==> config.mk <==
export PLATFORM = sky130hd
export DESIGN_NAME = uart_tx_flow
export DESIGN_NICKNAME = d
export VERILOG_FILES = /design/src/rtl/uart_tx_pkg.sv /design/src/rtl/uart_tx_regs.sv /design/src/rtl/uart_tx_gate.sv /design/src/rtl/uart_tx_shift.sv /design/src/rtl/uart_tx_flow.sv
export SDC_FILE = /design/constraint.sdc
export NUM_CORES = 1
export LEC_CHECK = 0
export ABC_AREA = 1
export BUFFER_PORTS_ARGS = -buffer_cell sky130_fd_sc_hd__buf_2
export CORE_ASPECT_RATIO = 0.8
export CORE_UTILIZATION = 58
export CTS_BUF_LIST = sky130_fd_sc_hd__clkbuf_4
export DETAILED_ROUTE_END_ITERATION = 16
export PLACE_DENSITY = 0.82
export RECOVER_POWER = 25
export SYNTH_ARGS = -nofsm -noshare
export SYNTH_HDL_FRONTEND = slang
export SYNTH_SLANG_ARGS = --single-unit
==> constraint.sdc <==
create_clock -name clk -period 1.7 [get_ports clk]
set_input_delay 0.34 -clock clk [delete_from_list [all_inputs] [get_ports clk]]
set_output_delay 0.34 -clock clk [all_outputs]
set_load 0.03 [all_outputs]
==> src/rtl/uart_tx_pkg.sv <==
package uart_tx_pkg;
  localparam logic [7:0] ADDR_ENABLE = 8'h03;
  localparam logic [7:0] ADDR_FORMAT = 8'h0b;
  localparam logic [7:0] ADDR_FLOW   = 8'h0c;
  localparam logic [7:0] ADDR_RESUME = 8'h10;
  localparam logic [7:0] ADDR_STOP   = 8'h11;
  localparam logic [7:0] ADDR_BREAK  = 8'h14;

  typedef enum logic [1:0] {
    FLOW_NONE = 2'd0,
    FLOW_HW   = 2'd1,
    FLOW_SW   = 2'd2
  } flow_e;

  typedef enum logic [2:0] {
    PAR_NONE  = 3'd0,
    PAR_ODD   = 3'd1,
    PAR_EVEN  = 3'd2,
    PAR_MARK  = 3'd3,
    PAR_SPACE = 3'd4
  } par_e;

  typedef struct packed {
    logic full_len;   // 1: full byte width, 0: one bit shorter
    par_e par;
    logic two_stop;
  } fmt_t;
endpackage

==> src/rtl/uart_tx_regs.sv <==
module uart_tx_regs
  import uart_tx_pkg::*;
#(
  parameter int DATA_W = 8,
  parameter int REG_W  = 8
) (
  input  logic              clk,
  input  logic              rst,
  input  logic              we,
  input  logic [7:0]        addr,
  input  logic [REG_W-1:0]  wdata,
  output logic              tx_en,
  output logic              rx_en,
  output fmt_t              fmt,
  output flow_e             flow,
  output logic [DATA_W-1:0] resume_ch,
  output logic [DATA_W-1:0] stop_ch,
  output logic              brk_on,
  output logic              flow_wr
);
  localparam logic [3:0] LEN_SHORT = 4'(DATA_W - 1);

  logic flow_ok;
  assign flow_ok = we && (addr == ADDR_FLOW) && !tx_en && !rx_en &&
                   (wdata <= REG_W'(2));

  always_ff @(posedge clk) begin
    if (rst) begin
      tx_en     <= 1'b0;
      rx_en     <= 1'b0;
      fmt       <= '{full_len: 1'b1, par: PAR_NONE, two_stop: 1'b0};
      flow      <= FLOW_NONE;
      resume_ch <= '0;
      stop_ch   <= '0;
      brk_on    <= 1'b0;
      flow_wr   <= 1'b0;
    end else begin
      flow_wr <= flow_ok;
      if (flow_ok) flow <= flow_e'(wdata[1:0]);
      if (we) begin
        case (addr)
          ADDR_ENABLE: begin
            tx_en <= wdata[0];
            rx_en <= wdata[1];
          end
          ADDR_FORMAT: begin
            fmt.full_len <= (wdata[3:0] != LEN_SHORT);
            fmt.par      <= (wdata[6:4] <= 3'd4) ? par_e'(wdata[6:4]) : PAR_NONE;
            fmt.two_stop <= wdata[7];
          end
          ADDR_RESUME: resume_ch <= DATA_W'(wdata);
          ADDR_STOP:   stop_ch   <= DATA_W'(wdata);
          ADDR_BREAK: begin
            if (wdata == '1)      brk_on <= 1'b1;
            else if (wdata == '0) brk_on <= 1'b0;
          end
          default: ;
        endcase
      end
    end
  end
endmodule

==> src/rtl/uart_tx_gate.sv <==
module uart_tx_gate
  import uart_tx_pkg::*;
#(
  parameter int DATA_W = 8
) (
  input  logic              clk,
  input  logic              rst,
  input  flow_e             flow,
  input  logic              flow_wr,
  input  logic [DATA_W-1:0] resume_ch,
  input  logic [DATA_W-1:0] stop_ch,
  input  logic              rx_valid,
  input  logic [DATA_W-1:0] rx_data,
  input  logic              cts_n,
  input  logic              tx_en,
  input  logic              brk_on,
  output logic              paused,
  output logic              can_start
);
  always_ff @(posedge clk) begin
    if (rst || flow_wr) begin
      paused <= 1'b0;
    end else if (rx_valid && flow == FLOW_SW) begin
      if (rx_data == stop_ch)        paused <= 1'b1;
      else if (rx_data == resume_ch) paused <= 1'b0;
    end
  end

  always_comb begin
    can_start = tx_en && !brk_on;
    if (flow == FLOW_HW && cts_n)  can_start = 1'b0;
    if (flow == FLOW_SW && paused) can_start = 1'b0;
  end
endmodule

==> src/rtl/uart_tx_shift.sv <==
module uart_tx_shift
  import uart_tx_pkg::*;
#(
  parameter int DATA_W = 8
) (
  input  logic              clk,
  input  logic              rst,
  input  logic              baud_tick,
  input  logic              load,
  input  logic [DATA_W-1:0] data,
  input  fmt_t              fmt,
  output logic              busy,
  output logic              bit_q
);
  localparam int FRAME_W = DATA_W + 4;
  localparam int CNT_W   = $clog2(FRAME_W + 1);

  logic [FRAME_W-1:0] frame, sh;
  logic [CNT_W-1:0]   nbits, cnt;
  logic [DATA_W-1:0]  d;
  logic               par_bit, has_par;
  int                 ndata;

  always_comb begin
    ndata = fmt.full_len ? DATA_W : DATA_W - 1;
    d = data;
    if (!fmt.full_len) d[DATA_W-1] = 1'b0;
    has_par = (fmt.par != PAR_NONE);
    case (fmt.par)
      PAR_ODD:  par_bit = ~^d;
      PAR_EVEN: par_bit = ^d;
      PAR_MARK: par_bit = 1'b1;
      default:  par_bit = 1'b0;
    endcase
    frame = '1;
    frame[0] = 1'b0;
    for (int i = 0; i < DATA_W; i++) begin
      if (i < ndata) frame[i+1] = d[i];
    end
    if (has_par) frame[ndata+1] = par_bit;
    nbits = CNT_W'(2 + ndata + int'(has_par) + int'(fmt.two_stop));
  end

  always_ff @(posedge clk) begin
    if (rst) begin
      busy  <= 1'b0;
      bit_q <= 1'b1;
      sh    <= '1;
      cnt   <= '0;
    end else if (load) begin
      busy <= 1'b1;
      sh   <= frame;
      cnt  <= nbits;
    end else if (busy && baud_tick) begin
      if (cnt != '0) begin
        bit_q <= sh[0];
        sh    <= {1'b1, sh[FRAME_W-1:1]};
        cnt   <= cnt - 1'b1;
      end else begin
        busy  <= 1'b0;
        bit_q <= 1'b1;
      end
    end
  end
endmodule

==> src/rtl/uart_tx_flow.sv <==
module uart_tx_flow
  import uart_tx_pkg::*;
#(
  parameter int DATA_W = 8,
  parameter int REG_W  = 8
) (
  input  logic              clk,
  input  logic              rst,
  input  logic              cfg_we,
  input  logic [7:0]        cfg_addr,
  input  logic [REG_W-1:0]  cfg_wdata,
  input  logic              in_valid,
  input  logic [DATA_W-1:0] in_data,
  output logic              in_ready,
  input  logic              baud_tick,
  input  logic              cts_n,
  input  logic              rx_valid,
  input  logic [DATA_W-1:0] rx_data,
  output logic              txd
);
  logic              tx_en, rx_en, brk_on, flow_wr, paused, can_start, busy, bit_q;
  fmt_t              fmt;
  flow_e             flow_mode;
  logic [DATA_W-1:0] resume_ch, stop_ch;

  uart_tx_regs #(.DATA_W(DATA_W), .REG_W(REG_W)) u_regs (
    .clk(clk), .rst(rst), .we(cfg_we), .addr(cfg_addr), .wdata(cfg_wdata),
    .tx_en(tx_en), .rx_en(rx_en), .fmt(fmt), .flow(flow_mode),
    .resume_ch(resume_ch), .stop_ch(stop_ch), .brk_on(brk_on), .flow_wr(flow_wr)
  );

  uart_tx_gate #(.DATA_W(DATA_W)) u_gate (
    .clk(clk), .rst(rst), .flow(flow_mode), .flow_wr(flow_wr),
    .resume_ch(resume_ch), .stop_ch(stop_ch), .rx_valid(rx_valid),
    .rx_data(rx_data), .cts_n(cts_n), .tx_en(tx_en), .brk_on(brk_on),
    .paused(paused), .can_start(can_start)
  );

  assign in_ready = !busy && can_start;

  uart_tx_shift #(.DATA_W(DATA_W)) u_shift (
    .clk(clk), .rst(rst), .baud_tick(baud_tick), .load(in_valid && in_ready),
    .data(in_data), .fmt(fmt), .busy(busy), .bit_q(bit_q)
  );

  always_ff @(posedge clk) begin
    if (rst) txd <= 1'b1;
    else     txd <= busy ? bit_q : !brk_on;
  end
endmodule

==> impl_results.md, run 1 <==
- CP Data Required Time: 1360 ps
- Unrepaired setup endpoints after global routing: true
- Met1 Track Usage GR: a little under two fifths
- CTS tree: done
- DIE HEIGHT: 59.3 um
- Type of the worst min-delay path: in -> reg
- Grt ovf: 0
- Synth cell types: 36
- Leakage power total: 1.34 nW
- Post-synth EDFFs: 0
- Post-route minimum period: 1660 ps
- Status: finished clean
- Hold path depth: 3
- Placer Congestion: 0.865
- Synthesis warning total: 0
- DR vias/cell: 5.33
- TritonRoute pass-1 iters: 4
- Syn Inst Count: 326
- Critical Path Fanout Max: 2
- Syn_area_per_cell: around 7.3 sq um
- Peak VDD IR: 0.447 mV
- Clock buffer depth: 2
- Max Clock Freq: 601 MHz
- Sink Count: 45
- Gr usage total: between 20% and 30%
- I/O Buffers: 40
- Pin count of the biggest net entering global routing: 30
- Worst-skew pair later-pin latency: 360 ps
- Max_cap viols: 0
- Yosys reg bits: 45
- Root buffer cell: clkbuf_4
- Hpwl dp: 4060 um
- Sequential area share after synthesis: 37.8%
- Starting DRC count in detailed routing: 98
- Wire per inst: between 10 and 15 um
- Synth area leaders: dfxtp_1, nand2_1, inv_1
- DRC Markers: 0
- GRT Max-Usage Layer: met2
- Mapped cell area: about 0.0024 sq mm
- Synth Net Count: 368
- Worst hold start: in_data[6]
- Initial Util: 61.9%
- Crit path DAT: between 1000 and 1500 ps
- DR vias: 2286
- Setup TNS: 0 ps
- Final Cell Area: 0.00280 sq mm
- Tot Pwr: 0.00192 W
- Nets: 415
- Detailed Route WL: around 5300 um
- Dominant cell type by area after synthesis: dfxtp_1
- Met2 Use GR: 41.5%
- Synth Flop Type: dfxtp_1
- Critical path class: reg -> out
- Initial antenna violation count: 0
- GR Util met3: 5.78%
- Slew Viols, Final: 0
- Ant. Diodes: 0
- Most instantiated library cell after synthesis: nand2_1
- Final setup fails: 0
- FFs w/ async S/R, synth: 0%
- Final hold violations: 0
- Layout cells sized above 1: just over 20%
- Number of global-route vias before repair: 2010
- Crit share post-route: 97.8%
- Post-synth top cells: nand2_1, dfxtp_1, inv_1
- Synth top area share: 37.8%
- Fillers: 334
- Reg2Reg Depth: 13
- Worst reg2reg path startpoint: u_regs.fmt[4]
- Setup crit start kind: flop
- Clock Pin Slew Worst Setup and Hold Paths: 140 ps
- Max Clock Skew: 15.0 ps
- IO Pins: 41
- Synth-to-Final Area Change: 17.4%
- Worst-margin pin slew: 508 ps
- Hold EP: u_shift.sh[7]
- R2r endpoint: u_shift.sh[8]
- R2R Setup Slk: 150 ps
- CORE AREA: 0.00385 sq mm
- Power Density: around 700 mW/mm^2
- Worst setup EP type: primary output
- Detail Route Antenna Nets: 0
- Post-DP Area: between 0.002 and 0.003 sq mm
- First-pass GRT wire length: 8870 um
- Inserted Clock Buffers: 5
- Row count: 20
- Max_slew headroom: 66.1%
- DIE AREA: 0.00437 sq mm
- H-tree Lvls: 2
- Die X: between 70 and 80 um
==> layer usage <==
| layer | vias to the layer above | part of all wire, % |
|---|---|---|
| met5 | - | 0 |
| met4 | 0 | 1.3 |
| met3 | 7 | 7.1 |
| met2 | 65 | 44 |
| met1 | 1030 | 48 |
| li1 | 1184 | - |
==> critical path, stage by stage (launching register included) <==
cell and delay (ps):
dfxtp_1 340, or2_4 260, nor3b_4 210, buf_6 160
==> layout make-up <==
| cell class | count | area [sq um] | area share [%] |
|---|---|---|---|
| Clock buffer | 6 | 45.0 | 1.61 |
| Clock inverter | 2 | 38.8 | 1.39 |
| Inverter | 46 | 173 | 6.17 |
| Multi-Input combinational cell | 228 | 1300 | 46.3 |
| Sequential cell | 45 | 905 | 32.3 |
| Tap cell | 55 | 68.8 | 2.46 |
| Timing Repair Buffer | 47 | 272 | 9.70 |
==> power breakdown <==
part / internal (W) / total (W) / switching (W) / leakage (nW)
clock: 0.000329 / 0.000676 / 0.000347 / 0.0459
sequential: 0.00106 / 0.00106 / 0.00000128 / 0.364
combinational: 0.0000694 / 0.000190 / 0.000120 / 0.935
total: 0.00145 / 0.00192 / 0.000468 / 1.34
==> stage by stage <==
step	instances	util [%]	worst slack [ps]	hold WS, ps
6_report	429	72.6	36.8	252
5_1_grt	429	72.6	-41.9	262
4_1_cts	428	71.7	8.15	248
3_5_place_dp	420	69.4	113	384
3_3_place_gp	420	69.4	171	381
2_1_floorplan	326	-	36.2	376
==> layout by cell type (no fill, tap or decap), drive strengths merged <==
cell type  synthesis  routed
a211oi            22      22
a21oi             11      11
a31oi              3       3
buf                4      47
bufinv             0       1
clkbuf             3       6
clkinv             1       2
dfxtp             45      45
fa                 1       1
ha                 2       2
inv               45      45
nand2             77      77
nand3             14      14
nand3b             1       1
nand4              4       4
nor2              36      36
nor3              14      14
nor3b              1       1
nor4               3       3
nor4b              1       1
o2111ai            6       6
o211ai             4       4
o21a               1       1
o21ai              7       7
o22ai              2       2
or2                3       3
xor2              15      15
==> worst max path at each step <==
stage | cells after the start | end | from
after floorplan | 6 | u_shift.sh[1] | u_shift.busy
after global placement | 9 | u_shift.sh[4] | cts_n
after detailed placement | 9 | u_shift.sh[2] | cts_n
after CTS | 3 | in_ready | u_shift.busy
after global routing | 3 | in_ready | u_regs.brk_on
final | 3 | in_ready | u_regs.brk_on
==> sequential cells by signal, summed over array words and instances (netlist names) <==
name / flops
u_shift.sh: 10
u_regs.resume_ch: 8
u_regs.stop_ch: 8
u_regs.fmt: 5
u_shift.cnt: 4
u_regs.flow: 2
txd: 1
u_gate.paused: 1
u_regs.brk_on: 1
u_regs.flow_wr: 1
u_regs.rx_en: 1
u_regs.tx_en: 1
u_shift.bit_q: 1
u_shift.busy: 1
==> logic make-up (layout without fill, tap and decap cells) <==
group,after synthesis,after routing,synth area share [%]
adder cells (fa/ha/maj),3,3,1.89
AO/OA/AOI/OAI,56,56,16.2
AND/OR/NAND/NOR,154,154,29.6
buffers and inverters,53,101,9.03
flip-flops,45,45,37.8
XOR/XNOR,15,15,5.51
==> repair_timing <==
action                                  4_1_cts  5_1_grt
endpoints found under the setup margin        1       14
setup buffers                                 0        1
resized for setup                             2        9
cloned                                        0        0
pin swaps                                     0        2
hold buffers                                  0        0
No activity file was read; power rests on OpenSTA's default activity.
==> inputs of run 2 (changes only) <==
--- a/config.mk
+++ b/config.mk
@@ -13,6 +13,7 @@
 export DETAILED_ROUTE_END_ITERATION = 16
 export PLACE_DENSITY = 0.82
 export RECOVER_POWER = 25
+export SETUP_SLACK_MARGIN = 0.2
 export SYNTH_ARGS = -nofsm -noshare
 export SYNTH_HDL_FRONTEND = slang
 export SYNTH_SLANG_ARGS = --single-unit
==> run 2 against run 1 <==
- first-iteration DRC count rose to 2.7 times the previous value
- non-clock buffer count up 6
- global-route usage down 0.076 points
- sequential power about the same
- worst hold slack worse by 0.71 ps
- largest power group unchanged
- final cell count up 1.6%
- largest cell class unchanged
- the flow now finishes with violations (negative setup slack)
- die area unchanged
- clock power up 3.1%
- sequential cell count unchanged
- critical path type is now reg -> reg
==> impl_results.md, run 2 (synthesis results as in run 1) <==
- Critical path class: reg -> reg (was reg -> out)
- Grt ovf: 0 (unchanged)
- Gr usage total: 26.9% (was 27.0%)
- Row count: 20 (unchanged)
- Pin count of the biggest net entering global routing: 30 (unchanged)
- Slew Viols, Final: 0 (unchanged)
- Crit path DAT: 1950 ps (was 1320 ps)
- GR Util met3: 4.25% (was 5.78%)
- Clock buffer depth: 2 (unchanged)
- IO Pins: 41 (unchanged)
- Commonest cells after routing, fill and taps aside: nand2_1, inv_1, buf_2 (was nand2_1, inv_1, dfxtp_1)
- Unrepaired setup endpoints after global routing: true (unchanged)
- Commonest non-fill, non-tap cell in the layout: nand2_1 (unchanged)
- Clock Pin Slew Worst Setup and Hold Paths: 150 ps (was 140 ps)
- Post-DP Area: 0.00269 sq mm (was 0.00267 sq mm)
- Final WS setup: -17.8 ps (was 36.8 ps)
- Peak VDD IR: 0.415 mV (was 0.447 mV)
- Top flop regs: u_shift.sh x10, u_regs.resume_ch x8, u_regs.stop_ch x8 (unchanged)
- DIE AREA: 0.00437 sq mm (unchanged)
- Layout cells sized above 1: 29.1% (was 20.6%)
- Reg with most FFs: u_shift.sh (unchanged)
- Largest register FFs: 10 (unchanged)
- CP Data Required Time: 1930 ps (was 1360 ps)
- Final Cell Area: 0.00302 sq mm (was 0.00280 sq mm)
- Leakage power total: 1.41 nW (was 1.34 nW)
- H-tree Lvls: 2 (unchanged)
- Starting DRC count in detailed routing: 260 (was 98)
- CTS tree: done (unchanged)
- Inserted Clock Buffers: 5 (unchanged)
- Nets: 422 (was 415)
- Pre-CTS setup slack: 157 ps (was 113 ps)
- Post-route minimum period: 1720 ps (was 1660 ps)
- TritonRoute pass-1 iters: 5 (was 4)
- Setup TNS: -40.6 ps (was 0 ps)
- Initial Util: 61.9% (unchanged)
- Setup crit start kind: flop (unchanged)
- Status: finished, violations left (was finished clean)
- Worst setup EP type: flop (was primary output)
- Detail Route Antenna Nets: 0 (unchanged)
- Root buffer cell: clkbuf_4 (unchanged)
- Worst-skew pair later-pin latency: 370 ps (was 360 ps)
- DRC Markers: 0 (unchanged)
- Detailed Route WL: 6410 um (was 5330 um)
- Max_cap viols: 0 (unchanged)
- Max_slew headroom: 59.7% (was 66.1%)
- Synth-to-Final Area Change: 26.8% (was 17.4%)
- Failing checks: negative setup slack
- Fillers: 284 (was 334)
- Tot Pwr: 0.00195 W (was 0.00192 W)
- Ant. Diodes: 0 (unchanged)
- DR vias: 2438 (was 2286)
- Sink Count: 45 (unchanged)
- Type of the worst min-delay path: in -> reg (unchanged)
- Placer Congestion: 0.847 (was 0.865)
- Final setup fails: 3 (was 0)
- Crit share post-route: 101% (was 97.8%)
- Number of global-route vias before repair: 1874 (was 2010)
- Met2 Use GR: 40.5% (was 41.5%)
- Power Density: 646 mW/mm^2 (was 687 mW/mm^2)
- Wire per inst: 14.7 um (was 12.4 um)
- Die X: 73.7 um (unchanged)
- CORE AREA: 0.00385 sq mm (unchanged)
- DR vias/cell: 5.59 (was 5.33)
- Critical Path Fanout Max: 9 (was 2)
- GRT Max-Usage Layer: met2 (unchanged)
- Worst-margin pin slew: 604 ps (was 508 ps)
- Hpwl dp: 4130 um (was 4060 um)
- Initial antenna violation count: 0 (unchanged)
- First-pass GRT wire length: 8710 um (was 8870 um)
- Met1 Track Usage GR: 39.7% (was 38.2%)
- DIE HEIGHT: 59.3 um (unchanged)
- Final hold violations: 0 (unchanged)
- Max Clock Skew: 19.8 ps (was 15.0 ps)
- I/O Buffers: 40 (unchanged)
- Max Clock Freq: 582 MHz (was 601 MHz)
==> run 2: changes by cell type in the layout (fill, tap and decap cells not counted), sizes merged <==
cell	delta
buf	+6
nand2	+1
==> run 2: critical path, cell delays in order, from the launching register on <==
cell       delay (ps)
dfxtp_2           370
or2_4             250
nor3b_4           220
buf_4             150
buf_6             110
nand2_8            90
nand2_8           120
clkinv_8           90
nand2_1            70
o2111ai_1         120
==> run 2: final timing paths <==
kind         slack, ps  cells after the start      startpoint       endpoint
max                -20                      9    u_shift.busy  u_shift.sh[5]
min                250                      3      in_data[0]  u_shift.sh[1]
max reg2reg        -20                      9    u_shift.busy  u_shift.sh[5]
min reg2reg        440                      1  u_regs.flow_wr  u_gate.paused
==> run 2: stage by stage <==
stage / std cells / hold WS, ps / utilization [%]
2_1_floorplan: 326 / 376 / -
3_3_place_gp: 421 / 380 / 69.8
3_5_place_dp: 421 / 408 / 69.8
4_1_cts: 431 / 252 / 73.3
5_1_grt: 436 / 234 / 78.4
6_report: 436 / 251 / 78.4
==> run 2: layout make-up <==
| cell class | count | area (sq um) | share of cell area [%] |
|---|---|---|---|
| multi-input combinational | 229 | 1440 | 47.7 |
| inverter | 46 | 193 | 6.37 |
| clock buffer | 6 | 45.0 | 1.49 |
| timing repair buffer | 53 | 324 | 10.7 |
| sequential | 45 | 912 | 30.2 |
| tap | 55 | 68.8 | 2.28 |
| clock inverter | 2 | 38.8 | 1.28 |
==> run 2: per-layer routing <==
layer | wire [um] | part of all wire [%]
met5 | 0 | 0
met3 | 423 | 6.6
met4 | 142 | 2.2
met2 | 2920 | 45
met1 | 2930 | 46
==> run 2: report_power, final <==
group | internal, W | switching [W]
clock | 0.000329 | 0.000367
combinational | 0.0000706 | 0.000130
sequential | 0.00105 | 0.00000144
==> run 2: repair_timing <==
action / in CTS / in global routing
setup buffers: 2 / 4
resized for setup: 10 / 45
hold endpoints to repair: 0 / 0
setup endpoints to repair: 9 / 16
gates cloned: 0 / 1
pin swaps: 2 / 8
hold buffers: 0 / 0
==> inputs of run 3 (changes only) <==
--- a/config.mk
+++ b/config.mk
@@ -8,11 +8,9 @@
 export ABC_AREA = 1
 export BUFFER_PORTS_ARGS = -buffer_cell sky130_fd_sc_hd__buf_2
 export CORE_ASPECT_RATIO = 0.8
-export CORE_UTILIZATION = 58
+export CORE_UTILIZATION = 32
 export CTS_BUF_LIST = sky130_fd_sc_hd__clkbuf_4
 export DETAILED_ROUTE_END_ITERATION = 16
-export PLACE_DENSITY = 0.82
-export RECOVER_POWER = 25
 export SETUP_SLACK_MARGIN = 0.2
 export SYNTH_ARGS = -nofsm -noshare
 export SYNTH_HDL_FRONTEND = slang
==> run 3 against run 2 <==
- the flow finishes with violations (design-rule violations)
- count of clock-buffer cells in the layout decreased by 1
- first-iteration DRC count down 61%
- fmax grew 5.3%
- largest power group unchanged
- sequential power hardly changed
- core utilization is 37 points lower
- power shrank 12%
- sequential share of layout area grew 1.5 points
- global-route usage down 12 points
- highest routed layer unchanged
- worst hold slack improved by 40 ps
- wire length is 12% lower
- combinational power shrank 4%
==> impl_results.md, run 3 (synthesis results as in run 1) <==
- I/O Buffers: 40 (unchanged)
- Clock Pin Slew Worst Setup and Hold Paths: 130 ps (was 150 ps)
- Initial antenna violation count: 0 (unchanged)
- Leakage power total: 1.37 nW (was 1.41 nW)
- Root buffer cell: clkbuf_4 (unchanged)
- Wire per inst: 12.1 um (was 14.7 um)
- Worst reg2reg path startpoint: u_shift.busy (unchanged)
- Synth-to-Final Area Change: 20.9% (was 26.8%)
- Crit path DAT: 1290 ps (was 1950 ps)
- Max Clock Skew: 14.6 ps (was 19.8 ps)
- Hold_ws: 291 ps (was 251 ps)
- DRC Markers: 2 (was 0)
- Commonest non-fill, non-tap cell in the layout: nand2_1 (unchanged)
- Ant. Diodes: 0 (unchanged)
- Gr usage total: 15.0% (was 26.9%)
- Detailed Route WL: 5640 um (was 6410 um)
- Commonest cells after routing, fill and taps aside: nand2_1, inv_1, buf_2 (unchanged)
- R2r endpoint: u_shift.sh[6] (was u_shift.sh[5])
- Row count: 27 (was 20)
- IO Pins: 41 (unchanged)
- Pin count of the biggest net entering global routing: 30 (unchanged)
- Final setup fails: 0 (was 3)
- Inserted Clock Buffers: 5 (unchanged)
- Starting DRC count in detailed routing: 102 (was 260)
- Final Util: 41.0% (was 78.4%)
- Setup crit start kind: flop (unchanged)
- CP Data Required Time: 1360 ps (was 1930 ps)
- Initial Util: 33.9% (was 61.9%)
- Max Clock Freq: 613 MHz (was 582 MHz)
- DIE HEIGHT: 79.2 um (was 59.3 um)
- Post-DP Area: 0.00272 sq mm (was 0.00269 sq mm)
- Worst setup EP type: primary output (was flop)
- Hpwl dp: 4260 um (was 4130 um)
- First-pass GRT wire length: 9400 um (was 8710 um)
- Nets: 420 (was 422)
- Tot Pwr: 0.00173 W (was 0.00195 W)
- DR vias: 2230 (was 2438)
- Sink Count: 45 (unchanged)
- CP startpoint: u_shift.busy (unchanged)
- Status: finished, violations left (unchanged)
- Worst-skew pair later-pin latency: 340 ps (was 370 ps)
- Top flop regs: u_shift.sh x10, u_regs.resume_ch x8, u_regs.stop_ch x8 (unchanged)
- Hold path depth: 3 (unchanged)
- Failing checks: design-rule violations (was negative setup slack)
- H-tree Lvls: 2 (unchanged)
- Worst hold start: in_data[6] (was in_data[0])
- TritonRoute pass-1 iters: 10 (was 5)
- DIE AREA: 0.00780 sq mm (was 0.00437 sq mm)
- Placer Congestion: 0.912 (was 0.847)
- Slew Viols, Final: 0 (unchanged)
- DR vias/cell: 4.79 (was 5.59)
- Reg with most FFs: u_shift.sh (unchanged)
- R2R Setup Slk: 210 ps (was -20 ps)
- Final hold violations: 0 (unchanged)
- Number of global-route vias before repair: 2020 (was 1874)
- Layout cells sized above 1: 23.0% (was 29.1%)
- CORE AREA: 0.00703 sq mm (was 0.00385 sq mm)
- Hold EP: u_shift.sh[7] (was u_shift.sh[1])
- Max_cap viols: 0 (unchanged)
- Final Cell Area: 0.00288 sq mm (was 0.00302 sq mm)
- Unrepaired setup endpoints after global routing: true (unchanged)
- CTS tree: done (unchanged)
- Post-route minimum period: 1630 ps (was 1720 ps)
- Critical path class: reg -> out (was reg -> reg)
- Type of the worst min-delay path: in -> reg (unchanged)
- Detail Route Antenna Nets: 0 (unchanged)
- Largest register FFs: 10 (unchanged)
- Grt ovf: 0 (unchanged)
- Worst-margin pin slew: 524 ps (was 604 ps)
- Crit share post-route: 96.0% (was 101%)
- Die X: 98.5 um (was 73.7 um)
- Clock buffer depth: 2 (unchanged)
- Critical Path Fanout Max: 4 (was 9)
- Power Density: 599 mW/mm^2 (was 646 mW/mm^2)
- Reg2Reg Depth: 8 (was 9)
- Peak VDD IR: 0.261 mV (was 0.415 mV)
- Max_slew headroom: 65.1% (was 59.7%)
[run 3: cell types whose count changed in the layout (fill, tap and decap cells not counted), moves of 3 or more]
cell and change:
nand2_1 +6, nand2_2 -3, nand2_4 -3, o2111ai_1 +4
o2111ai_2 -4
[run 3: repair_timing]
action | CTS | global route
buffers inserted | 2 | 3
pin swaps | 2 | 2
setup endpoints to repair | 7 | 17
gates cloned | 0 | 1
gates resized for setup | 6 | 17
hold buffers | 0 | 0
[run 3: power by group]
part | total (W) | internal, W | switching, W | leakage, nW
combinational | 0.000193 | 0.0000699 | 0.000123 | 0.973
sequential | 0.00106 | 0.00105 | 0.00000127 | 0.366
clock | 0.000477 | 0.000150 | 0.000327 | 0.0300
[run 3: area by class of cell]
| class | count | area, sq um |
|---|---|---|
| fillers | 738 | 4140 |
| multi-input cells | 228 | 1320 |
| flip-flops and latches | 45 | 912 |
| repair buffers | 51 | 305 |
| inverters | 46 | 181 |
| well taps | 87 | 109 |
| clock buffers | 5 | 37.5 |
| clock inverters | 3 | 12.5 |
| repair inverters | 1 | 7.51 |
[run 3: worst max-delay path by stage]
| stage | end | slack (ps) | cells past startpoint |
|---|---|---|---|
| global route | in_ready | -10 | 3 |
| floorplan | u_shift.sh[1] | 150 | 6 |
| detailed placement | u_shift.sh[2] | 140 | 9 |
| CTS | in_ready | 20 | 3 |
| global placement | u_shift.sh[7] | 150 | 9 |
| finish | in_ready | 70 | 3 |
[run 3: routing by layer]
layer | part of all wire [%] | global-route usage (%) | wire, um | vias to the layer above
met4 | 0.55 | 4.03 | 31 | 0
met5 | 0 | 0 | 0 | -
met2 | 40 | 22.0 | 2280 | 51
met1 | 53 | 21.4 | 3020 | 988
met3 | 5.5 | 4.23 | 308 | 2
li1 | - | - | - | 1189
[run 3: critical path: stages (launching register included)]
cell,delay [ps]
dfxtp_2,360
or2_4,240
nor3b_4,200
buf_6,160
[run 3: per-stage QoR]
step	instances	setup TNS [ps]	setup slack, ps
floorplan	326	0	148
global route	466	-10.2	-10.2
global placement	452	0	155
finish	466	0	68.7
CTS	462	0	15.9
detailed placement	452	0	140
